### config.mk
export PLATFORM = sky130hd
export DESIGN_NAME = bank_addr_gen
export DESIGN_NICKNAME = d
export VERILOG_FILES = /design/src/rtl/bag_pkg.sv /design/src/rtl/bag_regs.sv /design/src/rtl/bag_decode.sv /design/src/rtl/bank_addr_gen.sv
export SDC_FILE = /design/constraint.sdc
export NUM_CORES = 1
export LEC_CHECK = 0
export BUFFER_PORTS_ARGS = -buffer_cell sky130_fd_sc_hd__buf_2
export CAP_MARGIN = 10
export CORE_ASPECT_RATIO = 0.75
export CORE_UTILIZATION = 55
export DETAILED_ROUTE_END_ITERATION = 8
export GPL_ROUTABILITY_DRIVEN = 0
export GPL_TIMING_DRIVEN = 0
export PLACE_DENSITY = 0.8
export SLEW_MARGIN = 10
export SYNTH_ARGS = -nofsm -noshare
export SYNTH_HDL_FRONTEND = slang
export SYNTH_SLANG_ARGS = --single-unit
### constraint.sdc
create_clock -name clk -period 3.2 [get_ports clk]
set_input_delay 0.32 -clock clk [delete_from_list [all_inputs] [get_ports clk]]
set_output_delay 0.32 -clock clk [all_outputs]
set_load 0.01 [all_outputs]
### src/rtl/bag_pkg.sv
package bag_pkg;
   typedef enum logic [1:0] {
      MODE_LONG    = 2'd0,
      MODE_FORCED  = 2'd1,
      MODE_INDEXED = 2'd2
   } addr_mode_e;
endpackage

### src/rtl/bag_regs.sv
module bag_regs #(
   parameter int BYTE_W = 8,
   parameter int ADDR_W = 12,
   parameter int BANK_W = ADDR_W - BYTE_W
) (
   input  logic              clk,
   input  logic              rst_n,
   input  logic              bank_we,
   input  logic [BANK_W-1:0] bank_wd,
   input  logic              ptr_hi_we,
   input  logic              ptr_lo_we,
   input  logic [BYTE_W-1:0] ptr_wd,
   output logic [BANK_W-1:0] bank_q,
   output logic [ADDR_W-1:0] ptr_q
);
   localparam int HI_W = ADDR_W - BYTE_W;

   initial begin
      hi_w_chk: assert (HI_W > 0 && HI_W <= BYTE_W)
         else $error("pointer high half must fit one byte");
   end

   logic [BYTE_W-1:0] lo_q;
   logic [HI_W-1:0]   hi_q;

   always_ff @(posedge clk) begin
      if (!rst_n) begin
         bank_q <= '0;
         lo_q   <= '0;
         hi_q   <= '0;
      end else begin
         if (bank_we)   bank_q <= bank_wd;
         if (ptr_lo_we) lo_q   <= ptr_wd;
         if (ptr_hi_we) hi_q   <= ptr_wd[HI_W-1:0];
      end
   end

   assign ptr_q = {hi_q, lo_q};

   generate
      if (HI_W < BYTE_W) begin : g_drop_hi
         logic unused_hi_bits;
         assign unused_hi_bits = ^ptr_wd[BYTE_W-1:HI_W];
      end
   endgenerate


   bank_load_chk: assert property (@(posedge clk) disable iff (!rst_n)
      bank_we |=> bank_q == $past(bank_wd));

   ptr_hi_load_chk: assert property (@(posedge clk) disable iff (!rst_n)
      ptr_hi_we |=> ptr_q[ADDR_W-1:BYTE_W] == $past(ptr_wd[HI_W-1:0]));
endmodule

### src/rtl/bag_decode.sv
module bag_decode
   import bag_pkg::*;
#(
   parameter int BYTE_W     = 8,
   parameter int ADDR_W     = 12,
   parameter int BANK_W     = ADDR_W - BYTE_W,
   parameter int FORCE_BASE = 96,
   parameter bit INDEX_EN   = 1'b1
) (
   input  logic              acc,
   input  logic [BYTE_W-1:0] f,
   input  logic              ext_en,
   input  logic [BANK_W-1:0] bank,
   input  logic [ADDR_W-1:0] ptr,
   output logic [ADDR_W-1:0] addr,
   output addr_mode_e        mode
);
   localparam logic [BANK_W-1:0] TOP_BANK = {BANK_W{1'b1}};
   localparam logic [BYTE_W-1:0] SPLIT    = BYTE_W'(FORCE_BASE);

   initial begin
      split_chk: assert (FORCE_BASE > 0 && FORCE_BASE < (1 << BYTE_W))
         else $error("force split must lie inside the operand range");
   end

   logic              low_f;
   logic              idx_ok;
   logic [ADDR_W-1:0] idx_addr;

   assign low_f = (f < SPLIT);

   generate
      if (INDEX_EN) begin : g_index
         assign idx_addr = ptr + {{BANK_W{1'b0}}, f};
         assign idx_ok   = ext_en;
      end else begin : g_no_index
         logic unused_idx;
         assign unused_idx = ext_en ^ (^ptr);
         assign idx_addr   = '0;
         assign idx_ok     = 1'b0;
      end
   endgenerate

   always_comb begin
      if (acc) begin
         addr = {bank, f};
         mode = MODE_LONG;
      end else if (!low_f) begin
         addr = {TOP_BANK, f};
         mode = MODE_FORCED;
      end else if (idx_ok) begin
         addr = idx_addr;
         mode = MODE_INDEXED;
      end else begin
         addr = {{BANK_W{1'b0}}, f};
         mode = MODE_FORCED;
      end
   end
endmodule

### src/rtl/bank_addr_gen.sv
module bank_addr_gen
   import bag_pkg::*;
#(
   parameter int ADDR_W     = 12,
   parameter int BYTE_W     = 8,
   parameter int INSTR_W    = 16,
   parameter int ACC_BIT    = 8,
   parameter int FORCE_BASE = 96,
   parameter bit INDEX_EN   = 1'b1,
   localparam int BANK_W    = ADDR_W - BYTE_W
) (
   input  logic               clk,
   input  logic               rst_n,
   input  logic [INSTR_W-1:0] instr,
   input  logic               instr_valid,
   input  logic               ext_en,
   input  logic               bank_we,
   input  logic [BANK_W-1:0]  bank_wd,
   input  logic               ptr_hi_we,
   input  logic               ptr_lo_we,
   input  logic [BYTE_W-1:0]  ptr_wd,
   output logic [ADDR_W-1:0]  eff_addr,
   output logic [1:0]         addr_mode
);
   initial begin
      field_chk: assert (ACC_BIT == BYTE_W && ACC_BIT < INSTR_W - 1)
         else $error("access bit must sit just above the operand byte");
   end

   logic [BANK_W-1:0] bank_q;
   logic [ADDR_W-1:0] ptr_q;
   logic [ADDR_W-1:0] dec_addr;
   addr_mode_e        dec_mode;
   logic [BYTE_W-1:0] f_fld;
   logic              acc_fld;
   logic              unused_instr;

   assign f_fld        = instr[BYTE_W-1:0];
   assign acc_fld      = instr[ACC_BIT];
   assign unused_instr = ^instr[INSTR_W-1:ACC_BIT+1];

   bag_regs #(.BYTE_W(BYTE_W), .ADDR_W(ADDR_W), .BANK_W(BANK_W)) regs_i (
      .clk(clk), .rst_n(rst_n),
      .bank_we(bank_we), .bank_wd(bank_wd),
      .ptr_hi_we(ptr_hi_we), .ptr_lo_we(ptr_lo_we), .ptr_wd(ptr_wd),
      .bank_q(bank_q), .ptr_q(ptr_q)
   );

   bag_decode #(.BYTE_W(BYTE_W), .ADDR_W(ADDR_W), .BANK_W(BANK_W),
                .FORCE_BASE(FORCE_BASE), .INDEX_EN(INDEX_EN)) dec_i (
      .acc(acc_fld), .f(f_fld), .ext_en(ext_en),
      .bank(bank_q), .ptr(ptr_q),
      .addr(dec_addr), .mode(dec_mode)
   );

   always_ff @(posedge clk) begin
      if (!rst_n) begin
         eff_addr  <= '0;
         addr_mode <= 2'd0;
      end else if (instr_valid) begin
         eff_addr  <= dec_addr;
         addr_mode <= dec_mode;
      end
   end


   long_map_chk: assert property (@(posedge clk) disable iff (!rst_n)
      instr_valid && instr[ACC_BIT] |=>
         addr_mode == 2'd0 && eff_addr[BYTE_W-1:0] == $past(instr[BYTE_W-1:0]));

   forced_top_chk: assert property (@(posedge clk) disable iff (!rst_n)
      instr_valid && !instr[ACC_BIT] && instr[BYTE_W-1:0] >= BYTE_W'(FORCE_BASE) |=>
         addr_mode == 2'd1 && eff_addr == {{BANK_W{1'b1}}, $past(instr[BYTE_W-1:0])});

   idx_mode_chk: assert property (@(posedge clk) disable iff (!rst_n)
      instr_valid && !instr[ACC_BIT] && instr[BYTE_W-1:0] < BYTE_W'(FORCE_BASE) && ext_en |=>
         addr_mode == (INDEX_EN ? 2'd2 : 2'd1));

   hold_chk: assert property (@(posedge clk) disable iff (!rst_n)
      !instr_valid |=> $stable(eff_addr) && $stable(addr_mode));
endmodule

; ---- Word level (Yosys, flattened, before mapping)
; Cells that the tools add are included.
[op_classes]
mux = 6
add_sub_neg = 1
order_cmp = 1
[op_table]
columns = cell, count
row1 = two-way mux 12 bit, 3
row2 = adder 12 x 8 -> 12 bit, 1
row3 = "less-than comparator 8 x 7 -> 1 bit, second input constant", 1
row4 = two-way mux 2 bit, 3
[totals]
in_bits = 35
output_inout_bits = 14
wordCells = 13
ff_bits = 30

; ---- Longest topological paths before layout
; Gate-level depths: netlist of run 1.
[depth]
depth_word = 4
depth_mapped = 8
ltp_nobuf = 8

; ---- By module
; A second synthesis of run 1 with hierarchy kept.
[unflattened]
hier_cells = 191
area_unflattened_um2 = 1784.2
[by_module_without_submodules]
columns = module, cells_each, n_inst, area_each_um2, seq_area_each_um2
row1 = bag_decode, 94, 1, 629.4, 0.0
row2 = bag_regs, 52, 1, 611.8, 320.3
row3 = bank_addr_gen, 45, 1, 543.0, 280.3

; ---- Worst setup path after synthesis of run 1
; No wires, ideal clock.
[synth_path]
kind = in2reg
startpoint = in instr[0]
endpoint = reg eff_addr[8]
setup_ns = 0.127
path_slack_ns = 1.212
t_arrival_ns = 1.861
path_stages = 8
required_ns = 3.073
n_path_buf = 0
path_cell_list = ha_1 -> inv_1 -> fa_1 -> nor2b_4 -> o2111ai_2 -> a31oi_2 -> nor3_1 -> or3b_1
[synth_via]
elab_chain_cells = 4
word_cells_on_any_way = 5
classes_between = 1 x add/sub / 1 x order compare / 3 x mux
[synth_rtl]
columns = element, line
row1 = from (decl), bank_addr_gen.sv:14  ; input logic [INSTR_W-1:0] instr,
row2 = adder 12 x 8 -> 12 bit, bag_decode.sv:34  ; assign idx_addr = ptr + {{BANK_W{1'b0}}, f};
row3 = two-way mux 12 bit, bag_decode.sv:51  ; end else if (idx_ok) begin
row4 = two-way mux 12 bit (*), bag_decode.sv:48  ; end else if (!low_f) begin
row5 = two-way mux 12 bit (*), bag_decode.sv:45  ; if (acc) begin
row6 = to (signal assigned), bank_addr_gen.sv:61  ; eff_addr <= dec_addr;
row7 = to (decl), bank_addr_gen.sv:22  ; output logic [ADDR_W-1:0] eff_addr,
; Every way passes the cells marked *; elsewhere a longest branch is shown, timed or not.
; A chain may end at the register's enable or synchronous reset.

; ---- Worst setup path after layout of run 1
[layout_path]
startpoint = reg regs_i.lo_q[0]
endpoint = reg eff_addr[8]
[layout_via]
elab_chain_cells = 4
[layout_rtl]
columns = element, line
row1 = from (decl), bag_regs.sv:23  ; logic [BYTE_W-1:0] lo_q;
row2 = from (signal assigned), bag_regs.sv:33  ; if (ptr_lo_we) lo_q <= ptr_wd;
row3 = adder 12 x 8 -> 12 bit, bag_decode.sv:34
row4 = two-way mux 12 bit, bag_decode.sv:51
row5 = two-way mux 12 bit, bag_decode.sv:48
row6 = two-way mux 12 bit, bag_decode.sv:45
; Every way passes these cells.

==> results.json, run 1 <==
{
  "status": "finished clean",
  "yosys.area_share.simple_pct": 18.8,
  "area_delta_synth_final_pct": 18.2,
  "synth_flop_cell": "dfxtp_1",
  "synth_mux_area_share_pct": 9.53,
  "grt_usage_pct": 28.1,
  "slew_viol_final": 0,
  "reg2reg_setup_slack_ns": 0.96,
  "clock_latency_ns": 0.27,
  "tns_ns": 0,
  "wirelength_mm": 4.21,
  "crit_arrival_ns": 2.39,
  "yosys.area.top_type": "dfxtp_1",
  "r2r_cells": 8,
  "rsz0062_at_grt": "no",
  "hp-class": "in2reg",
  "cp_cell_sequence": "ha_1 -> inv_1 -> fa_1 -> nor2b_4 -> o2111ai_2 -> a31oi_2 -> nor3_1 -> or3b_1",
  "antenna_found_initial": 0,
  "path_max_fanout": 4,
  "r2r-start": "regs_i.lo_q[0]",
  "die-area_sq_um": 3280,
  "synth_fa_ha_area_share_pct": 7.15,
  "final_cells": 276,
  "first_pass_iters": 4,
  "critPathKind": "reg2reg",
  "synth-seq-area-share_pct": 35.7,
  "ctsHoldBuffers": 0,
  "synth_top_family_by_area": "compound AO/OA/AOI/OAI gates",
  "p_leak_nw": 0.921,
  "yosysWarnings": 0,
  "min_period_over_period_pct": 70.0,
  "vdd_drop_max_uv": 310,
  "synth-xor-area-share_pct": 2.08,
  "critPathTopFamily": "adder cells",
  "start_util_pct": 61.3,
  "clock_path_buffers": 2,
  "slew_headroom_pct": 63.4,
  "cts_tree": "built",
  "dpl_worst_slack_ns": 0.924,
  "hold_depth": 3,
  "overflow": 0,
  "drc": 0,
  "drive_above_1_share_pct": 22.5,
  "synth_compound_area_share_pct": 21.9,
  "end_kind": "flop",
  "worstReg2RegEnd": "eff_addr[8]",
  "numCtsBuffers": 5,
  "netlist_instances": 196,
  "antenna_cells": 0,
  "cp-start-kind": "flop",
  "worst_slack_ns": 0.961,
  "required_ns": 3.36,
  "synth_edf_count": 0,
  "min-delay-start": "ptr_wd[6]",
  "powerDensity_nw_per_um2": 438,
  "io_pins": 49,
  "slowest_stage": "fa_1",
  "cts-resized-gates": 0,
  "fmax_ghz": 0.447,
  "clock_skew_ns": 0.00308,
  "syn_area_per_cell_sq_um": 8.57,
  "drtIter0Drc": 120,
  "grt_pass1_vias": 1514,
  "core_sq_um": 2740,
  "worstMarginPinSlew_ns": 0.548,
  "async_reset_ff_share_pct": 0,
  "htreeDepth": 2,
  "period_minus_slack_ns": 2.24,
  "viasPerCell": 5.71,
  "syn_nets": 240,
  "clkSinkCount": 30,
  "min_to": "regs_i.lo_q[6]",
  "synth_cell_types": 47,
  "cts_setup_buffers": 0,
  "cts-root-buf": "clkbuf_8",
  "ys_seq_elements": 30,
  "grt_pass1_wl_mm": 7.02,
  "setup_viol": 0,
  "wire_per_inst_um": 15.2,
  "die_y_um": 49.9,
  "synthTopCellsByArea": "dfxtp_1, mux2i_1, ha_1",
  "netlist_area_sq_um": 1680,
  "dp_hpwl_mm": 3.29,
  "placed_cells": 269,
  "dr_total_vias": 1576,
  "path_buf_inv": 1,
  "num-nets-final": 284,
  "grt_max_degree": 11,
  "drv_cap": 0,
  "path_clk_slew_ns": 0.06,
  "antenna_left": 0,
  "fp.dieW_um": 65.8,
  "rows": 16,
  "yosysTopAreaCellShare_pct": 35.7,
  "slowest_delay_ns": 0.45,
  "io_buffers": 37,
  "hold_viol": 0
}
-- state kept, by name, summed over array words and instances (netlist names) --
name	count
addr_mode	2
eff_addr	12
regs_i.bank_q	4
regs_i.hi_q	4
regs_i.lo_q	8
-- where the power goes --
part / total [mW] / leakage (nW) / switching (mW) / internal [mW]
logic: 0.180 / 0.634 / 0.103 / 0.0769
clock network: 0.276 / 0.0383 / 0.127 / 0.149
registers: 0.414 / 0.248 / 0.0160 / 0.398
-- per-stage QoR --
stage	power [mW]	hold slack, ns	util [%]	instance area [sq um]
finish	0.870	0.289	72.4	1990
global route	0.911	0.303	72.4	1990
CTS	0.871	0.285	72.4	1990
global placement	0.589	0.457	69.7	1910
detailed placement	0.599	0.482	69.7	1910
floorplan	0.538	0.451	-	1680
-- cells in the mapped netlist, types with 2 or more instances --
| cell type | number |
|---|---|
| nand3b_1 | 2 |
| and2_1 | 2 |
| o211ai_1 | 3 |
| nand2_1 | 17 |
| o2bb2ai_1 | 2 |
| nor3_1 | 2 |
| ha_1 | 8 |
| nor2_1 | 24 |
| xor2_1 | 2 |
| clkbuf_1 | 8 |
| o21ai_0 | 7 |
| a211oi_1 | 2 |
| nand3_1 | 7 |
| mux2i_1 | 16 |
| a21oi_1 | 10 |
| o2111ai_1 | 2 |
| a311oi_1 | 2 |
| xnor2_1 | 2 |
| a211oi_2 | 2 |
| or3_1 | 2 |
| a32oi_1 | 3 |
| buf_2 | 2 |
| o21ai_1 | 2 |
| nand2b_1 | 2 |
| dfxtp_1 | 30 |
| a21o_1 | 2 |
| a31oi_1 | 4 |
| inv_1 | 10 |
-- area by class of cell --
cell class | instances | area (sq um)
Buffer | 10 | 40.0
Tap cell | 36 | 45.0
Inverter | 11 | 41.3
Timing Repair Buffer | 37 | 185
Fill cell | 224 | 756
Multi-Input combinational cell | 145 | 998
Sequential cell | 30 | 601
Clock buffer | 7 | 76.3
-- kinds of logic (layout without fill, tap and decap cells) --
group / after synthesis / count (layout)
compound gates: 50 / 50
xor+xnor: 4 / 4
fa+ha+maj: 9 / 9
buf+inv: 21 / 65
flops: 30 / 30
mux: 16 / 16
simple gates: 66 / 66
-- per-layer routing --
metal  track usage [%]  vias up  wire, um
li1                  -      792         -
met1              38.4      728      1990
met2              45.6       53      1890
met3              6.71        3       307
met4              3.62        0        15
met5                 0        -         0
-- worst min-delay path, cell delays in order --
cell	delay [ns]
buf_2	0.07
mux2i_1	0.05
nor2_1	0.07
-- worst max-delay path by stage --
stage	startpoint	to	slack (ns)	cells past startpoint
final	regs_i.lo_q[0]	eff_addr[8]	0.96	8
after global routing	regs_i.lo_q[0]	eff_addr[8]	0.83	8
after CTS	regs_i.lo_q[0]	eff_addr[8]	0.97	8
after detailed placement	instr[0]	eff_addr[8]	0.92	9
after global placement	instr[0]	eff_addr[8]	0.97	9
after floorplan	instr[0]	eff_addr[8]	1.21	8
-- cell usage in the layout (no fill, tap or decap), drive strengths merged, types with 3 or more instances in the layout --
cell type,n
ha,8
inv,11
nor2,24
a31oi,5
o211ai,4
a211oi,4
a32oi,3
a21oi,11
nand2,17
clkbuf,15
buf,39
nand3,7
or3,3
o2111ai,3
dfxtp,30
o21ai,9
mux2i,16
Power figures use the tool's default switching activity.
==> run 2, diff against run 1 <==
- ABC_AREA: default -> 1
- CORE_UTILIZATION: 55 -> 46
- PLACE_DENSITY: 0.8 -> 0.71
- clock period: 3.2 -> 1.8 ns (I/O delays scaled with it)
==> results.json, run 2 <==
{
  "status": "finished clean",
  "synth_flop_cell": "dfxtp_1",
  "switching_power_uw": 481,
  "swShare_pct": 29.4,
  "tns_ns": 0,
  "end_kind": "flop",
  "fp.dieW_um": 72.4,
  "wirelength_mm": 4.11,
  "p_leak_nw": 1.03,
  "path_clk_slew_ns": 0.06,
  "grt_pass1_vias": 1450,
  "dp_hpwl_mm": 3.18,
  "yosys.area.top_type": "dfxtp_1",
  "setup_viol": 0,
  "path_max_fanout": 3,
  "antenna_left": 0,
  "area_delta_synth_final_pct": 23.5,
  "drv_cap": 0,
  "layout_commonest_cell": "nand2_1",
  "grt_pass1_wl_mm": 6.61,
  "hp-class": "in2reg",
  "slowest_delay_ns": 0.37,
  "grt_usage_pct": 22.5,
  "largestRegisters": "eff_addr (12), regs_i.lo_q (8)",
  "slowest_stage": "dfxtp_4",
  "cts_tree": "built",
  "io_pins": 49,
  "hold_depth": 3,
  "cp-start-kind": "flop",
  "crit_arrival_ns": 1.85,
  "numCtsBuffers": 5,
  "powerDensity_nw_per_um2": 773,
  "synth-seq-area-share_pct": 35.1,
  "vdd_drop_max_uv": 629,
  "syn_nets": 297,
  "fill_cells": 354,
  "p_comb_share_pct": 21.0,
  "hold-worst-slack_ns": 0.119,
  "slew_viol_final": 0,
  "hold_viol": 0,
  "p_seq_share_pct": 45.0,
  "wire_per_inst_um": 11.7,
  "htreeDepth": 2,
  "antenna_found_initial": 0,
  "yosysWarnings": 0,
  "async_reset_ff_share_pct": 0,
  "rows": 18,
  "synthTopCellsByArea": "dfxtp_1, nand2_1, a21oi_1",
  "cts-root-buf": "clkbuf_8",
  "io_buffers": 40,
  "reg2reg_setup_slack_ns": 0.1,
  "synth.most_common_cell": "nand2_1",
  "yosysTopAreaCellShare_pct": 35.1,
  "power_mw": 1.64,
  "drc": 0,
  "r2r_cells": 13,
  "rsz0062_at_grt": "yes",
  "internal_power_mw": 1.15,
  "required_ns": 1.95,
  "overflow": 0,
  "worstMarginPinSlew_ns": 0.530,
  "antenna_cells": 0,
  "fmax_ghz": 0.587,
  "ctsHoldBuffers": 0,
  "drtIter0Drc": 96,
  "viasPerCell": 4.99,
  "num-nets-final": 345,
  "clock_skew_ns": 0.00361,
  "regMostFlops": "eff_addr",
  "grt_max_degree": 11,
  "first_pass_iters": 4,
  "largest_register_ffs": 12,
  "slew_headroom_pct": 64.7,
  "critPathKind": "reg2reg",
  "clock_latency_ns": 0.28,
  "netlist_instances": 253,
  "synth_edf_count": 0,
  "r2r-start": "regs_i.lo_q[0]",
  "critPathTopFamily": "adder cells",
  "p_clk_share_pct": 33.9,
  "drive_above_1_share_pct": 23.5,
  "cp_common_cell": "nand2_1",
  "final_cell_mix": "nand2_1, buf_2, a21oi_1",
  "synth_cell_types": 25,
  "netlist_area_sq_um": 1710,
  "ys_seq_elements": 30,
  "die_y_um": 54.8,
  "min_to": "regs_i.lo_q[6]",
  "dr_total_vias": 1757,
  "core_sq_um": 3420,
  "period_minus_slack_ns": 1.70,
  "worstReg2RegEnd": "eff_addr[8]",
  "cp_cell_sequence": "ha_4 -> inv_2 -> fa_2 -> inv_2 -> nand3_2 -> nand3_2 -> nand2_2 -> nand2_2 -> nand2_1 -> nand2_1 -> o21ai_1 -> nand2_1 -> a21oi_1",
  "die-area_sq_um": 3970,
  "clock_path_buffers": 2,
  "min_period_over_period_pct": 94.7,
  "synth_common_cells": "nand2_1, a21oi_1, dfxtp_1, inv_1, nor2_1",
  "path_buf_inv": 2,
  "syn_area_per_cell_sq_um": 6.77,
  "start_util_pct": 50.0,
  "min-delay-start": "ptr_wd[6]",
  "clkSinkCount": 30
}
-- run 2: cell count changes after synthesis, sizes merged, moves of 4 or more --
cell | before | now
a211oi | 4 | 0
a21oi | 11 | 33
a31oi | 5 | 0
inv | 11 | 29
mux2i | 16 | 0
nand2 | 17 | 62
nand3 | 7 | 13
nor2 | 24 | 31
o21ai | 9 | 24
-- run 2: worst max-delay path by stage --
stage | startpoint | endpoint | cells past startpoint
after detailed placement | regs_i.lo_q[0] | eff_addr[8] | 13
after floorplan | regs_i.lo_q[0] | eff_addr[8] | 13
after global placement | regs_i.lo_q[0] | eff_addr[8] | 13
final | regs_i.lo_q[0] | eff_addr[8] | 13
after CTS | regs_i.lo_q[0] | eff_addr[8] | 13
after global routing | regs_i.lo_q[0] | eff_addr[8] | 13
-- run 2: final cells by class --
class                   count  area [sq um]  share of cell area (%)
well taps                  50          62.6                    2.96
inverters                  30           113                    5.33
multi-input cells         187          1010                    47.8
clock buffers               7          86.3                    4.08
plain buffers               6          26.3                    1.24
clock inverters             1          5.00                   0.237
repair buffers             41           208                    9.82
flip-flops and latches     30           604                    28.6
-- run 2: stage by stage --
stage | instance area (sq um) | std cells | setup slack, ns | util, %
2_1_floorplan | 1710 | 253 | 0.0971 | -
3_3_place_gp | 1970 | 343 | -0.161 | 57.7
3_5_place_dp | 1970 | 343 | -0.170 | 57.7
4_1_cts | 2080 | 351 | 0.00531 | 60.8
5_1_grt | 2110 | 352 | -0.0186 | 61.8
6_report | 2110 | 352 | 0.0953 | 61.8
-- run 2: routing by layer --
| metal | wire length (um) | vias up | GRT usage, % |
|---|---|---|---|
| li1 | - | 915 | - |
| met1 | 2200 | 777 | 32.8 |
| met2 | 1630 | 63 | 32.6 |
| met3 | 267 | 2 | 5.71 |
| met4 | 7 | 0 | 6.86 |
| met5 | 0 | - | 0 |
-- run 2: worst register-to-register path, cell delays in order, from the launching register on --
cell	delay, ns
dfxtp_4	0.37
ha_4	0.15
inv_2	0.04
fa_2	0.35
inv_2	0.07
nand3_2	0.06
nand3_2	0.09
nand2_2	0.06
nand2_2	0.07
nand2_1	0.05
nand2_1	0.06
o21ai_1	0.05
nand2_1	0.09
a21oi_1	0.06
-- run 2: cell families (layout without fill, tap and decap cells) --
kind of cell             after synthesis  after routing  synth area share, %
AO/OA/AOI/OAI                         63             63                 20.0
XOR/XNOR                               5              5                 2.56
adder cells (fa/ha/maj)                9              9                 7.02
buffers and inverters                 36             85                 8.11
flip-flops                            30             30                 35.1
AND/OR/NAND/NOR                      110            110                 27.3
-- run 2: timing repair --
action                                 4_1_cts  5_1_grt
setup endpoints to repair                    4        2
gates resized for setup                      5        8
endpoints found under the hold margin        0        0
pin swaps                                    0        1
buffers inserted                             0        1
-- run 2: power by group through the flow --
stage          Clock (mW)  Sequential (mW)  Combinational (mW)
2_1_floorplan           0            0.753               0.212
3_3_place_gp            0            0.748               0.324
3_5_place_dp            0            0.750               0.327
4_1_cts             0.567            0.737               0.333
5_1_grt             0.588            0.741               0.389
6_report            0.555            0.737               0.344
